===== config.mk =====
export PLATFORM = sky130hd
export DESIGN_NAME = spi_queue_seq
export DESIGN_NICKNAME = d
export VERILOG_FILES = /design/src/rtl/spi_queue_pkg.sv /design/src/rtl/spi_queue_ctrl_reg.sv /design/src/rtl/spi_queue_fsm.sv /design/src/rtl/spi_queue_cs_mux.sv /design/src/rtl/spi_queue_seq.sv
export SDC_FILE = /design/constraint.sdc
export NUM_CORES = 1
export LEC_CHECK = 0
export CAP_MARGIN = 10
export CORE_ASPECT_RATIO = 0.8
export CORE_MARGIN = 2
export CORE_UTILIZATION = 40
export DETAILED_ROUTE_END_ITERATION = 12
export GPL_ROUTABILITY_DRIVEN = 1
export GPL_TIMING_DRIVEN = 0
export HOLD_SLACK_MARGIN = 0.05
export PLACE_DENSITY_LB_ADDON = 0.12
export RECOVER_POWER = 100
export SLEW_MARGIN = 20
export SYNTH_ARGS = -nofsm -noshare
export SYNTH_HDL_FRONTEND = slang
export SYNTH_HIERARCHICAL = 1
export SYNTH_SLANG_ARGS = --single-unit

===== constraint.sdc =====
create_clock -name clk_i -period 3.3 [get_ports clk_i]
set_input_delay 0.99 -clock clk_i [delete_from_list [all_inputs] [get_ports clk_i]]
set_output_delay 0.99 -clock clk_i [all_outputs]
set_load 0.02 [all_outputs]

===== src/rtl/spi_queue_pkg.sv =====
package spi_queue_pkg;
  localparam int unsigned QDEPTH  = 16;
  localparam int unsigned PTR_W   = $clog2(QDEPTH);
  localparam int unsigned REG_W   = 16;
  localparam int unsigned HALT_B  = 15;
  localparam int unsigned WREN_B  = 14;
  localparam int unsigned WRTO_B  = 13;
  localparam int unsigned CSIV_B  = 12;
  localparam int unsigned END_LSB = 8;
  localparam int unsigned CPT_LSB = 4;
  localparam int unsigned NEW_LSB = 0;

  typedef enum logic [1:0] {
    SEQ_IDLE  = 2'd0,
    SEQ_ISSUE = 2'd1,
    SEQ_XFER  = 2'd2
  } seq_state_e;

  typedef struct packed {
    logic             halt;
    logic             wrap_en;
    logic             wrap_to_start;
    logic             cs_idle;
    logic [PTR_W-1:0] end_ptr;
    logic [PTR_W-1:0] start_ptr;
  } seq_cfg_t;
endpackage


===== src/rtl/spi_queue_ctrl_reg.sv =====
module spi_queue_ctrl_reg
  import spi_queue_pkg::*;
(
  input  logic             clk_i,
  input  logic             rst_ni,
  input  logic             we_i,
  input  logic [REG_W-1:0] wdata_i,
  input  logic [PTR_W-1:0] cpt_i,
  output seq_cfg_t         cfg_o,
  output logic [REG_W-1:0] rdata_o
);
  seq_cfg_t cfg_q;

  always_ff @(posedge clk_i or negedge rst_ni) begin
    if (!rst_ni) begin
      cfg_q <= '0;
    end else if (we_i) begin
      cfg_q.halt          <= wdata_i[HALT_B];
      cfg_q.wrap_en       <= wdata_i[WREN_B];
      cfg_q.wrap_to_start <= wdata_i[WRTO_B];
      cfg_q.cs_idle       <= wdata_i[CSIV_B];
      cfg_q.end_ptr       <= wdata_i[END_LSB +: PTR_W];
      cfg_q.start_ptr     <= wdata_i[NEW_LSB +: PTR_W];
    end
  end

  // completed pointer comes from the sequencer; write data for it is dropped
  always_comb begin
    rdata_o                     = '0;
    rdata_o[HALT_B]             = cfg_q.halt;
    rdata_o[WREN_B]             = cfg_q.wrap_en;
    rdata_o[WRTO_B]             = cfg_q.wrap_to_start;
    rdata_o[CSIV_B]             = cfg_q.cs_idle;
    rdata_o[END_LSB +: PTR_W]   = cfg_q.end_ptr;
    rdata_o[CPT_LSB +: PTR_W]   = cpt_i;
    rdata_o[NEW_LSB +: PTR_W]   = cfg_q.start_ptr;
  end

  assign cfg_o = cfg_q;
endmodule


===== src/rtl/spi_queue_fsm.sv =====
module spi_queue_fsm
  import spi_queue_pkg::*;
(
  input  logic             clk_i,
  input  logic             rst_ni,
  input  seq_cfg_t         cfg_i,
  input  logic             start_i,
  input  logic             done_i,
  output logic             cmd_start_o,
  output logic [PTR_W-1:0] cmd_idx_o,
  output logic             xfer_o,
  output logic             busy_o,
  output logic             finish_o,
  output logic [PTR_W-1:0] cpt_o
);
  localparam logic [PTR_W-1:0] LAST_IDX = PTR_W'(QDEPTH - 1);

  seq_state_e       state_q, state_d;
  logic [PTR_W-1:0] idx_q, idx_d;
  logic [PTR_W-1:0] cpt_q, cpt_d;
  logic             fin_q, fin_d;
  logic [PTR_W-1:0] inc_ptr;
  logic [PTR_W-1:0] wrap_ptr;
  logic             at_end;

  assign inc_ptr  = (idx_q == LAST_IDX) ? '0 : idx_q + PTR_W'(1);
  assign wrap_ptr = cfg_i.wrap_to_start ? cfg_i.start_ptr : '0;
  assign at_end   = (idx_q == cfg_i.end_ptr);

  always_comb begin
    state_d = state_q;
    idx_d   = idx_q;
    cpt_d   = cpt_q;
    fin_d   = 1'b0;
    unique case (state_q)
      SEQ_IDLE: begin
        if (start_i && !cfg_i.halt) begin
          state_d = SEQ_ISSUE;
          idx_d   = cfg_i.start_ptr;
        end
      end
      SEQ_ISSUE: state_d = SEQ_XFER;
      SEQ_XFER: begin
        if (done_i) begin
          cpt_d = idx_q;
          if (cfg_i.halt) begin
            state_d = SEQ_IDLE;
            fin_d   = 1'b1;
          end else if (at_end) begin
            if (cfg_i.wrap_en) begin
              state_d = SEQ_ISSUE;
              idx_d   = wrap_ptr;
            end else begin
              state_d = SEQ_IDLE;
              fin_d   = 1'b1;
            end
          end else begin
            state_d = SEQ_ISSUE;
            idx_d   = inc_ptr;
          end
        end
      end
      default: state_d = SEQ_IDLE;
    endcase
  end

  always_ff @(posedge clk_i or negedge rst_ni) begin
    if (!rst_ni) begin
      state_q <= SEQ_IDLE;
      idx_q   <= '0;
      cpt_q   <= '0;
      fin_q   <= 1'b0;
    end else begin
      state_q <= state_d;
      idx_q   <= idx_d;
      cpt_q   <= cpt_d;
      fin_q   <= fin_d;
    end
  end

  assign cmd_start_o = (state_q == SEQ_ISSUE);
  assign xfer_o      = (state_q == SEQ_XFER);
  assign busy_o      = (state_q != SEQ_IDLE);
  assign cmd_idx_o   = idx_q;
  assign cpt_o       = cpt_q;
  assign finish_o    = fin_q;
endmodule


===== src/rtl/spi_queue_cs_mux.sv =====
module spi_queue_cs_mux #(
  parameter int unsigned NCS = 4
) (
  input  logic           xfer_i,
  input  logic           cs_idle_i,
  input  logic [NCS-1:0] cmd_cs_i,
  output logic [NCS-1:0] cs_o
);
  for (genvar g = 0; g < NCS; g++) begin : g_cs
    assign cs_o[g] = xfer_i ? cmd_cs_i[g] : cs_idle_i;
  end
endmodule


===== src/rtl/spi_queue_seq.sv =====
module spi_queue_seq
  import spi_queue_pkg::*;
#(
  parameter int unsigned NCS = 4
) (
  input  logic             clk_i,
  input  logic             rst_ni,
  input  logic             reg_we_i,
  input  logic [REG_W-1:0] reg_wdata_i,
  output logic [REG_W-1:0] reg_rdata_o,
  input  logic             start_i,
  output logic             cmd_start_o,
  output logic [PTR_W-1:0] cmd_idx_o,
  input  logic             cmd_done_i,
  input  logic [NCS-1:0]   cmd_cs_i,
  output logic [NCS-1:0]   cs_o,
  output logic             busy_o,
  output logic             finish_o
);
  seq_cfg_t         cfg;
  logic [PTR_W-1:0] cpt;
  logic             xfer;

  spi_queue_ctrl_reg i_reg (
    .clk_i   (clk_i),
    .rst_ni  (rst_ni),
    .we_i    (reg_we_i),
    .wdata_i (reg_wdata_i),
    .cpt_i   (cpt),
    .cfg_o   (cfg),
    .rdata_o (reg_rdata_o)
  );

  spi_queue_fsm i_fsm (
    .clk_i       (clk_i),
    .rst_ni      (rst_ni),
    .cfg_i       (cfg),
    .start_i     (start_i),
    .done_i      (cmd_done_i),
    .cmd_start_o (cmd_start_o),
    .cmd_idx_o   (cmd_idx_o),
    .xfer_o      (xfer),
    .busy_o      (busy_o),
    .finish_o    (finish_o),
    .cpt_o       (cpt)
  );

  spi_queue_cs_mux #(.NCS(NCS)) i_cs (
    .xfer_i    (xfer),
    .cs_idle_i (cfg.cs_idle),
    .cmd_cs_i  (cmd_cs_i),
    .cs_o      (cs_o)
  );
endmodule


==> flow_metrics.tcl <==
set metrics [dict create \
    syn-num-nets 128 \
    synth_top_area_share_pct 45.6 \
    syn2layout_area_growth_pct 40.5 \
    cts_tree "built" \
    clock-sinks 23 \
    row_count 18 \
    dieArea_um2 3620 \
    drc_errors 0 \
    yosys-top-cells-count "dfrtp_1 (23), buf_4 (16), mux2_4 (10)" \
    grt_pass1_wl_um 3880 \
    synth_ff_type "dfrtp_1" \
    hp-start "i_fsm/cpt_o[3]" \
    synth_compound_area_share_pct 6.55 \
    netlist_instances 102 \
    ir_drop_v 0.000298 \
    clock_skew_ns 0.00504 \
    antenna_found_initial 0 \
    start_util_pct 41.5 \
    async_reset_ff_share_pct 100 \
    synthesis.area_um2 1260 \
    ys_seq_elements 23 \
    yosys_warnings 6 \
    yosys.area_share.xor_xnor_pct 4.07 \
    start_kind "input pin" \
    pre_cts_ws_ns 0.115 \
    hold_violations 0 \
    finalNetCount 180 \
    grt_overflow 0 \
    drive_gt1_share_pct 20.9 \
    cp.required_ns 2.31 \
    grt_max_degree 24 \
    synth_top_family_by_area "multiplexers" \
    n_fill_cell 272 \
    drtIter0Drc 32 \
    fin_area_um2 1770 \
    die_h_um 54.2 \
    tightest_slew_ns 1.23 \
    cts-root-buf "clkbuf_8" \
    synth.avg_cell_area_um2 12.4 \
    drt-met1-wl_um 1000 \
    clk_latency_ns 0.26 \
    yosys.area_share.adder_pct 0.992 \
    min_to "i_fsm/cpt_o[3]" \
    synth_edf_count 0 \
    dp_cells 189 \
    max_freq_mhz 314 \
    dr_wl_met2_um 1220 \
    tns_ns 0 \
    io_pins 52 \
    rsz0062_at_grt "false" \
    viasPerCell 4.55 \
    placed_area_um2 1780 \
    finalCritPeriodShare_pct 96.4 \
    drv_cap 0 \
    clockBufferDepth 2 \
    dpl.hpwl_um 1830 \
    htreeDepth 1 \
    power_density_nw_per_um2 660 \
    reg2reg_to "i_fsm/cmd_idx_o[2]" \
    numPortBuffers 47 \
    numCtsBuffers 3 \
    p_leak_nw 0.767 \
    route.detailed.wl_per_inst_um 12.4 \
    netlist_top_cells_area "dfrtp_1 (46%), mux2_4 (12%), buf_4 (9.5%)" \
    topRoutingLayerUsed "met4" \
    rrSetupSlack_ns 1.55 \
    path_clk_slew_ns 0.07 \
    final_max_slew_viol_count 0 \
    crit_type "input pin to primary output" \
    status "finished clean" \
    synth_mux_area_share_pct 21.6 \
    maxSlewHeadroom_pct 18.3 \
    drtAntennaViolNets 0 \
    synth_top_area_cell "dfrtp_1" \
    routed_wl_um 2380 \
    worstReg2RegStart "i_fsm/cmd_idx_o[2]" \
    synth.distinct_cells 29 \
    hold_buffers 0 \
    grt_pass1_vias 842 \
    yosysMostFrequentCell "dfrtp_1" \
    instances_no_fill 193 \
    min_path_type "flip-flop to flip-flop" \
    rr_worst_depth 6 \
    firstDrtPassIters 4 \
    die_x_um 66.8 \
    grt_usage_pct 14.8 \
    fin_crit_ns 3.18 \
    worst-path-max-fanout 1 \
    diodes 0 \
    fp.coreArea_um2 3040 \
    hold_depth 1 \
    fin_ws_ns 0.118 \
    seq_area_frac_synth_pct 45.6 \
    arrival_ns 2.19 \
    post-cts-setup-buffer-count 0 \
    postCtsResizedCells 0 \
    vias 878 \
    setup_viol 0 \
    end_kind "primary output" \
    synth-simple-area-share_pct 8.04 \
    dr_wl_met3_um 148 \
    gp_congestion 0.771 \
]
routing by layer:
metal | track usage [%] | vias up
met5 | 0 | -
met3 | 4.73 | 2
met4 | 4.08 | 0
met2 | 25.7 | 24
met1 | 17.9 | 415
li1 | - | 437
registers in the layout, summed over array words and instances, names as in the netlist:
register	count
i_fsm/cmd_idx_o	4
i_fsm/finish_o	1
i_fsm/cpt_o	4
i_fsm/state_q	2
i_reg/cfg_o	12
stage by stage:
stage                     power, W  utilization (%)  hold slack [ns]
final                      0.00117             58.3            0.500
after global routing       0.00125             58.3            0.517
after CTS                  0.00124             60.1            0.504
after detailed placement   0.00106             58.6            0.486
after global placement     0.00105             58.6            0.475
after floorplan           0.000816                -            0.465
cells by family after synthesis:
group / Yosys count
AO/OA/AOI/OAI: 11
XOR/XNOR: 5
adder cells (fa/ha/maj): 1
buffers and inverters: 22
flip-flops: 23
multiplexers: 21
AND/OR/NAND/NOR: 19
layout make-up:
type / instances / area [um2] / share of cell area, %
plain buffers: 19 / 139 / 7.84
clock buffers: 4 / 45.0 / 2.54
inverters: 3 / 11.3 / 0.636
multi-input cells: 57 / 487 / 27.5
flip-flops and latches: 23 / 576 / 32.5
well taps: 40 / 50.0 / 2.82
repair buffers: 47 / 464 / 26.2
power breakdown:
part           total (W)  internal [W]  switching [W]
clock network   0.000171     0.0000860      0.0000847
registers       0.000429      0.000352      0.0000771
logic           0.000571      0.000307       0.000264
total            0.00117      0.000744       0.000426
cell usage in the layout (no fill, tap or decap), types with 2 or more instances in the layout:
master,count
nand2_1,4
a311o_1,2
nand3_1,2
clkbuf_1,4
mux2_1,13
buf_4,16
mux2_2,6
clkdlybuf4s50_1,21
a31oi_1,3
dlygate4sd3_1,25
nor2_1,6
inv_1,3
dfrtp_1,23
clkbuf_8,3
xnor2_1,3
worst max-delay path by stage:
stage | depth (start not counted) | from | endpoint
final | 3 | cmd_cs_i[2] | cs_o[2]
after global placement | 3 | cmd_cs_i[0] | cs_o[0]
after CTS | 3 | cmd_cs_i[2] | cs_o[2]
after detailed placement | 3 | cmd_cs_i[2] | cs_o[2]
after floorplan | 1 | cmd_cs_i[0] | cs_o[0]
after global routing | 3 | cmd_cs_i[0] | cs_o[0]
critical path, stage by stage:
cell,delay (ns)
clkdlybuf4s50_1,0.40
mux2_2,0.26
clkdlybuf4s50_1,0.54
No activity file was read; power rests on OpenSTA's default activity.
